==> config.mk <==
export PLATFORM = sky130hd
export DESIGN_NAME = seqchk
export DESIGN_NICKNAME = d
export VERILOG_FILES = /design/src/rtl/seqchk.sv
export SDC_FILE = /design/constraint.sdc
export NUM_CORES = 1
export LEC_CHECK = 0
export ABC_AREA = 1
export BUFFER_PORTS_ARGS = -buffer_cell sky130_fd_sc_hd__buf_2
export CAP_MARGIN = 20
export CORE_MARGIN = 8
export CORE_UTILIZATION = 37
export DETAILED_ROUTE_END_ITERATION = 7
export SYNTH_ARGS = -nofsm -noshare
export SYNTH_HDL_FRONTEND = slang
export SYNTH_SLANG_ARGS = --single-unit
==> constraint.sdc <==
create_clock -name clk -period 3.16 [get_ports clk]
set_input_delay 0.948 -clock clk [delete_from_list [all_inputs] [get_ports clk]]
set_output_delay 0.948 -clock clk [all_outputs]
set_load 0.1 [all_outputs]
==> src/rtl/seqchk.sv <==
module seqchk #(
  parameter int NUM_LINKS = 8,
  parameter int CNT_W     = 16,
  localparam int LINK_W   = (NUM_LINKS > 1) ? $clog2(NUM_LINKS) : 1,
  localparam int SLOTS    = NUM_LINKS * 2,
  localparam int SLOT_W   = LINK_W + 1
) (
  input  logic              clk,
  input  logic              rst_n,
  input  logic              in_valid,
  input  logic [LINK_W-1:0] in_link,
  input  logic              in_net,
  input  logic [7:0]        in_seq,
  input  logic [NUM_LINKS-1:0] chk_en_a,
  input  logic [NUM_LINKS-1:0] chk_en_b,
  output logic              out_valid,
  output logic              out_accept,
  output logic              out_drop,
  output logic [CNT_W-1:0]  drop_count
);

  localparam logic [CNT_W-1:0] CNT_MAX = {CNT_W{1'b1}};

  logic [7:0]       last_q [SLOTS];
  logic [SLOTS-1:0] seen_q;

  logic [SLOT_W-1:0] slot;
  logic [7:0]        prev, step1, step2;
  logic              enabled, verdict_ok, drop_now, load_hist;

  assign slot  = {in_link, in_net};
  assign prev  = last_q[slot];
  assign step1 = (prev == 8'hFF) ? 8'h01 : prev + 8'h01;
  assign step2 = (prev == 8'hFF) ? 8'h02 :
                 (prev == 8'hFE) ? 8'h01 : prev + 8'h02;

  assign enabled    = in_net ? chk_en_b[in_link] : chk_en_a[in_link];
  assign verdict_ok = !enabled || !seen_q[slot] || (in_seq == 8'h00) ||
                      (in_seq == step1) || (in_seq == step2);
  assign drop_now   = in_valid && !verdict_ok;
  assign load_hist  = in_valid && enabled && verdict_ok;

  always_ff @(posedge clk or negedge rst_n) begin
    if (!rst_n) begin
      seen_q     <= '0;
      out_valid  <= 1'b0;
      out_accept <= 1'b0;
      out_drop   <= 1'b0;
      drop_count <= '0;
    end else begin
      out_valid  <= in_valid;
      out_accept <= in_valid && verdict_ok;
      out_drop   <= drop_now;
      if (drop_now && drop_count != CNT_MAX)
        drop_count <= drop_count + 1'b1;
      if (load_hist)
        seen_q[slot] <= 1'b1;
    end
  end

  always_ff @(posedge clk) begin
    if (load_hist)
      last_q[slot] <= in_seq;
  end

  p_latency_r2: assert property (@(posedge clk) disable iff (!rst_n)
    in_valid |=> out_valid);

  p_idle_r2: assert property (@(posedge clk) disable iff (!rst_n)
    !in_valid |=> !out_valid && !out_accept && !out_drop);

  p_onehot_r2: assert property (@(posedge clk) disable iff (!rst_n)
    out_valid |-> $onehot({out_accept, out_drop}));

  p_zero_r5: assert property (@(posedge clk) disable iff (!rst_n)
    (in_valid && in_seq == 8'h00) |=> out_accept);

  p_bypass_r8: assert property (@(posedge clk) disable iff (!rst_n)
    (in_valid && !(in_net ? chk_en_b[in_link] : chk_en_a[in_link])) |=> out_accept);

  p_count_step_r7: assert property (@(posedge clk) disable iff (!rst_n)
    (out_drop && $past(drop_count) != CNT_MAX) |-> drop_count == $past(drop_count) + 1'b1);

  p_count_hold_r7: assert property (@(posedge clk) disable iff (!rst_n)
    !out_drop |-> $stable(drop_count));

endmodule

* Yosys cells after proc, flatten, opt, wreduce, memory -nomap -nowiden
Memories as Yosys holds them, arrays and structs flattened. Index checks and enable logic that the tools add are counted.
Operators by class: $add $sub $neg 3, $lt $le $gt $ge 3, equality and inequality tests 5, mux-type cells 14, bitwise logic cells 1, reduce and logical (&&, ||, !) cells 14
Operator list (count):
- $mux W8 | 3
- $add A16 B1 Y16 const B | 1
- $eq A8 B8 Y1 | 2
- $eq A8 B8 Y1 const B | 2
- $ne A16 B16 Y1 const B | 1
- $or A16 B16 Y16 | 1
- $add A8 B1 Y8 const B | 1
- $add A8 B2 Y8 const B | 1
- $logic_not A8 Y1 | 1
- $mux W1 | 7
- $bmux W1 S3 | 2
- $logic_and A1 B1 Y1 | 6
- $lt A4 B5 Y1 const B | 1
- $bmux W1 S4 | 1
- $demux W1 S4 | 1
- $ge A4 B1 Y1 const B | 1
- $logic_or A1 B1 Y1 | 4
- $lt A3 B4 Y1 const B | 1
- $logic_not A1 Y1 | 3
Storage, ports and cells: bits in registers 35, RAM bits 128, input port bits 31, output and inout port bits 19, word-level logic and storage cells 46, memories 1
Memory list:
- last_q | depth 16, width 8, rd ports 1, clocked after memory_dff 0, write ports 1, line 24 | logic [7:0] last_q [SLOTS];

* Logic depth before layout (Yosys ltp)
word-level depth 11, depth in mapped cells 28, gate-level depth less buffers 25

* Worst setup path after synthesis
No wires, ideal clock.
path kind in2reg, start point input in_net, end point memory last_q[2][0] (enable), arrival 3749 ps, data required time 2790 ps, path slack -960 ps, stages on the path 25, path buffers 5, cell sequence buf_6 -> buf_4 -> buf_6 -> nor2_4 -> nand2_1 -> nand4_1 -> nand2_1 -> nand2_1 -> inv_1 -> nand2_1 -> ha_1 -> inv_1 -> nor2_4 -> nand2_1 -> buf_6 -> nand2_2 -> nand2_1 -> nand2_1 -> nand2_1 -> nor2_1 -> nand3_1 -> nand2_2 -> nand2_2 -> buf_4 -> nor2_1
Between the ends: word-level cells in the longest chain between the ends 10, elaborated cells on any way between the ends 23
Ends and longest elaborated chain:
- from (decl) | line 12 | input logic in_net,
- branches (longest 10 deep; another with $mem_v2 Z16 W8)
- to (decl) | line 24
Several ways; the timed one is not identified. The select of a mux whose other input is x is not followed.

* Worst setup path after layout
start point input in_net, end point memory last_q[5][2] (enable)
Same word-level chain as after synthesis.

==> impl_metrics.yaml <==
sta:
  slew_headroom_pct: 47.9
  fmaxAchievable_ghz: 0.262
  fin_ws_ns: -0.660
  period_share_pct: 121
  slew_viol_final: 0
  timing.clock.skew_ns: 0.0136
  grt_setup_unrepaired: "yes"
  setup_viol: 162
  finalHoldViolCount: 0
  post-route-min-period_ns: 3.82
  timing_worst_slew_pin_value_ns: 0.782
setup_path:
  critPathKind: "primary input to flip-flop"
  r2r.worst_path.cells: 22
  worstSetupStartpointType: "primary input"
  worstPathMaxFanout: 8
  critPathRequiredTime_ns: 3.30
  worst_setup_path_end_kind: "flip-flop"
  r2r_end: "last_q[5][2]"
  critPathArrivalTime_ns: 3.96
  worstReg2RegStart: "last_q[13][0]"
  regToRegSetupSlack_ns: -0.08
synth:
  yosys.area.top_type_share_pct: 46.7
  synth_top_cell_by_area: "sky130_fd_sc_hd__edfxtp_1"
  synth_nets: 957
  netlist_instances: 922
  synth.top_cells.by_count: "sky130_fd_sc_hd__nand2_1 (435), sky130_fd_sc_hd__edfxtp_1 (128), sky130_fd_sc_hd__inv_1 (53), sky130_fd_sc_hd__nor2_1 (53), sky130_fd_sc_hd__nand3_1 (36)"
  ys_seq_elements: 163
  yosys.cell_types.count: 37
  post_synth_main_area_contributors: "sky130_fd_sc_hd__edfxtp_1 (47%), sky130_fd_sc_hd__nand2_1 (20%), sky130_fd_sc_hd__dfrtp_1 (11%)"
  synth_sequential_area_ratio_pct: 57.3
  post_synth_edffs: 128
  post-synth-top-count-cell: "sky130_fd_sc_hd__nand2_1"
  post_synth.cell_area_avg_um2: 8.93
  async_flop_share_pct: 21.5
  mappedNetlistArea_um2: 8240
  dominantRegCellSynth: "sky130_fd_sc_hd__edfxtp_1"
  yosys_warnings: 0
outcome:
  outcome: "finished with violations"
  violations_in_the_final_reports: "negative setup slack"
final_layout:
  final_cell_area_um2: 11100
  antenna_cells_inserted: 0
  nNetsFinal: 1145
  final_layout_size_suffix_gt1_share_pct: 30.6
  area.growth.synth_to_final_pct: 34.8
  post-route-util_pct: 50.9
detailed_routing:
  firstDrtPassIters: 5
  drc: 0
  detail_route.vias_per_cell: 4.98
  route.vias.total: 6981
  met2_length_um: 10900
  wire_per_inst_um: 16.6
  final_antenna_net_count: 0
  met3WireLength_um: 1430
  top_signal_layer_used: "met4"
  finalWirelength_um: 23300
  met1_length_um: 10600
  initialDrtViolationCount: 567
floorplanning:
  die_span_in_y_um: 165
  core_area_um2: 21800
  initial_utilization_pct: 37.7
  die_width_um: 165
  area_of_the_die_um2: 27300
  placement_row_count: 54
  design.portCount: 50
clock_tree:
  htree_levels: 4
  cts_hold_buffers: 0
  clock_tree.buffer_depth: 2
  tritoncts: "built"
  worst_skew_pair.late_latency_ns: 0.43
  cts_inserted_buffers: 17
  clkTransAtPathRegs_ns: 0.06
  clock-sinks: 163
  cts_root_buffer: "sky130_fd_sc_hd__clkbuf_16"
grt:
  grt.overflow.total: 0
  grt_pass1_vias: 6777
  grt_use_total_pct: 17.6
  grt_max_degree: 36
  global_route_wire_length_before_repair_um: 36700
  initial_antenna_violation_count: 0
placed_design:
  place_ws_ns: -1.32
  dp_hpwl_um: 16500
  io_buffer_count: 49
  dpl_cell_area_um2: 9840
  finalWeightedCongestion: 0.910
power_and_ir_drop:
  total_power_uw: 5580
  share_seq_of_total_power_pct: 43.0
  power.density_nw_per_um2: 503
  intPower_uw: 3950
  p_sw_share_pct: 29.2
  combinational_power_share_pct: 19.7
  ir_worst_vdd_uv: 614
  leakage_uw: 0.00492
  p_sw_uw: 1630
  clock_network_power_share_pct: 37.3
flow_run:
  maxCapViolations: 0
worst_hold_path:
  hp-class: "flip-flop to flip-flop"
  min_delay_worst_endpoint: "seen_q[10]"
  timing.hold.worst.start: "seen_q[10]"
  worstHoldPathCells: 2
worst max-delay path, stage by stage:
cell                         delay [ns]
sky130_fd_sc_hd__buf_8             0.11
sky130_fd_sc_hd__buf_12            0.14
sky130_fd_sc_hd__nand2_8           0.08
sky130_fd_sc_hd__clkinvlp_4        0.16
sky130_fd_sc_hd__nand2_1           0.10
sky130_fd_sc_hd__nand4_1           0.12
sky130_fd_sc_hd__nand2_2           0.13
sky130_fd_sc_hd__nand2_2           0.07
sky130_fd_sc_hd__inv_2             0.08
sky130_fd_sc_hd__nand2_4           0.09
sky130_fd_sc_hd__ha_4              0.27
sky130_fd_sc_hd__xor2_1            0.17
sky130_fd_sc_hd__o21ai_1           0.13
sky130_fd_sc_hd__a21oi_2           0.19
sky130_fd_sc_hd__nand2_1           0.09
sky130_fd_sc_hd__nor2_1            0.09
sky130_fd_sc_hd__nand3_1           0.09
sky130_fd_sc_hd__nor2_2            0.18
sky130_fd_sc_hd__nor2_4            0.06
sky130_fd_sc_hd__nand2_2           0.08
sky130_fd_sc_hd__nand2_4           0.10
sky130_fd_sc_hd__buf_12            0.17
sky130_fd_sc_hd__nor3_4            0.15
sky130_fd_sc_hd__buf_12            0.15
power groups by stage:
stage	clock, µW	combinational (µW)	sequential, µW
after CTS	2120	1100	2400
after global placement	0	950	2440
after global routing	2190	1180	2400
after floorplan	0	423	2620
final	2080	1100	2400
after detailed placement	0	957	2440
per-layer routing:
metal / track usage, % / vias up
li1: - / 3398
met1: 24.0 / 3310
met2: 28.2 / 239
met3: 2.85 / 34
met4: 5.45 / 0
met5: 0 / -
kinds of logic after synthesis:
family / synth area share (%)
AOI/OAI and AO/OA: 3.96
and+or+nand+nor: 30.0
DFF: 57.3
xor gates and xnor gates: 2.13
adders and majority gates: 0.608
buffers and inverters: 6.01
what timing repair did:
item | in CTS | in global routing
gates resized for setup | 54 | 21
cloned | 5 | 0
setup buffers | 32 | 6
pin swaps | 28 | 14
endpoints found under the setup margin | 162 | 162
stage by stage:
step,hold WS [ns],setup TNS [ns],std cells
floorplan,0.421,-85.18,922
global placement,0.431,-199.74,1335
detailed placement,0.438,-198.34,1335
CTS,0.452,-64.33,1401
global route,0.474,-114.72,1403
finish,0.448,-91.86,1403
state kept, by name, summed over array words and instances (netlist names):
register and flops:
out_accept 1, out_valid 1, last_q 128, out_drop 1
drop_count 16, seen_q 16
layout by cell type, fill, tap and decap left out, drive strengths merged, types with 8 or more instances in the layout:
master  count
buf       200
nand2     445
xor2       14
nand4      34
o22ai       8
nand3      37
o21ai      24
clkbuf     18
clkinv     10
edfxtp    128
nor2       65
inv        66
dfrtp      35
area by class of cell:
| cell class | count | area, µm² |
|---|---|---|
| Clock buffer | 17 | 425 |
| Clock inverter | 15 | 174 |
| Fill cell | 2008 | 10700 |
| Inverter | 65 | 253 |
| Multi-Input combinational cell | 661 | 3360 |
| Sequential cell | 163 | 4720 |
| Tap cell | 280 | 350 |
| Timing Repair Buffer | 201 | 1810 |
| Timing Repair inverter | 1 | 7.51 |
worst max path at each step:
stage / from / endpoint / cells after the start
final: in_net / last_q[5][2] / 24
after global routing: in_net / last_q[5][7] / 24
after floorplan: in_net / last_q[11][0] / 23
after CTS: in_net / last_q[5][5] / 25
after detailed placement: in_net / last_q[11][3] / 24
after global placement: in_net / last_q[11][4] / 24
Power figures use the tool's default switching activity.
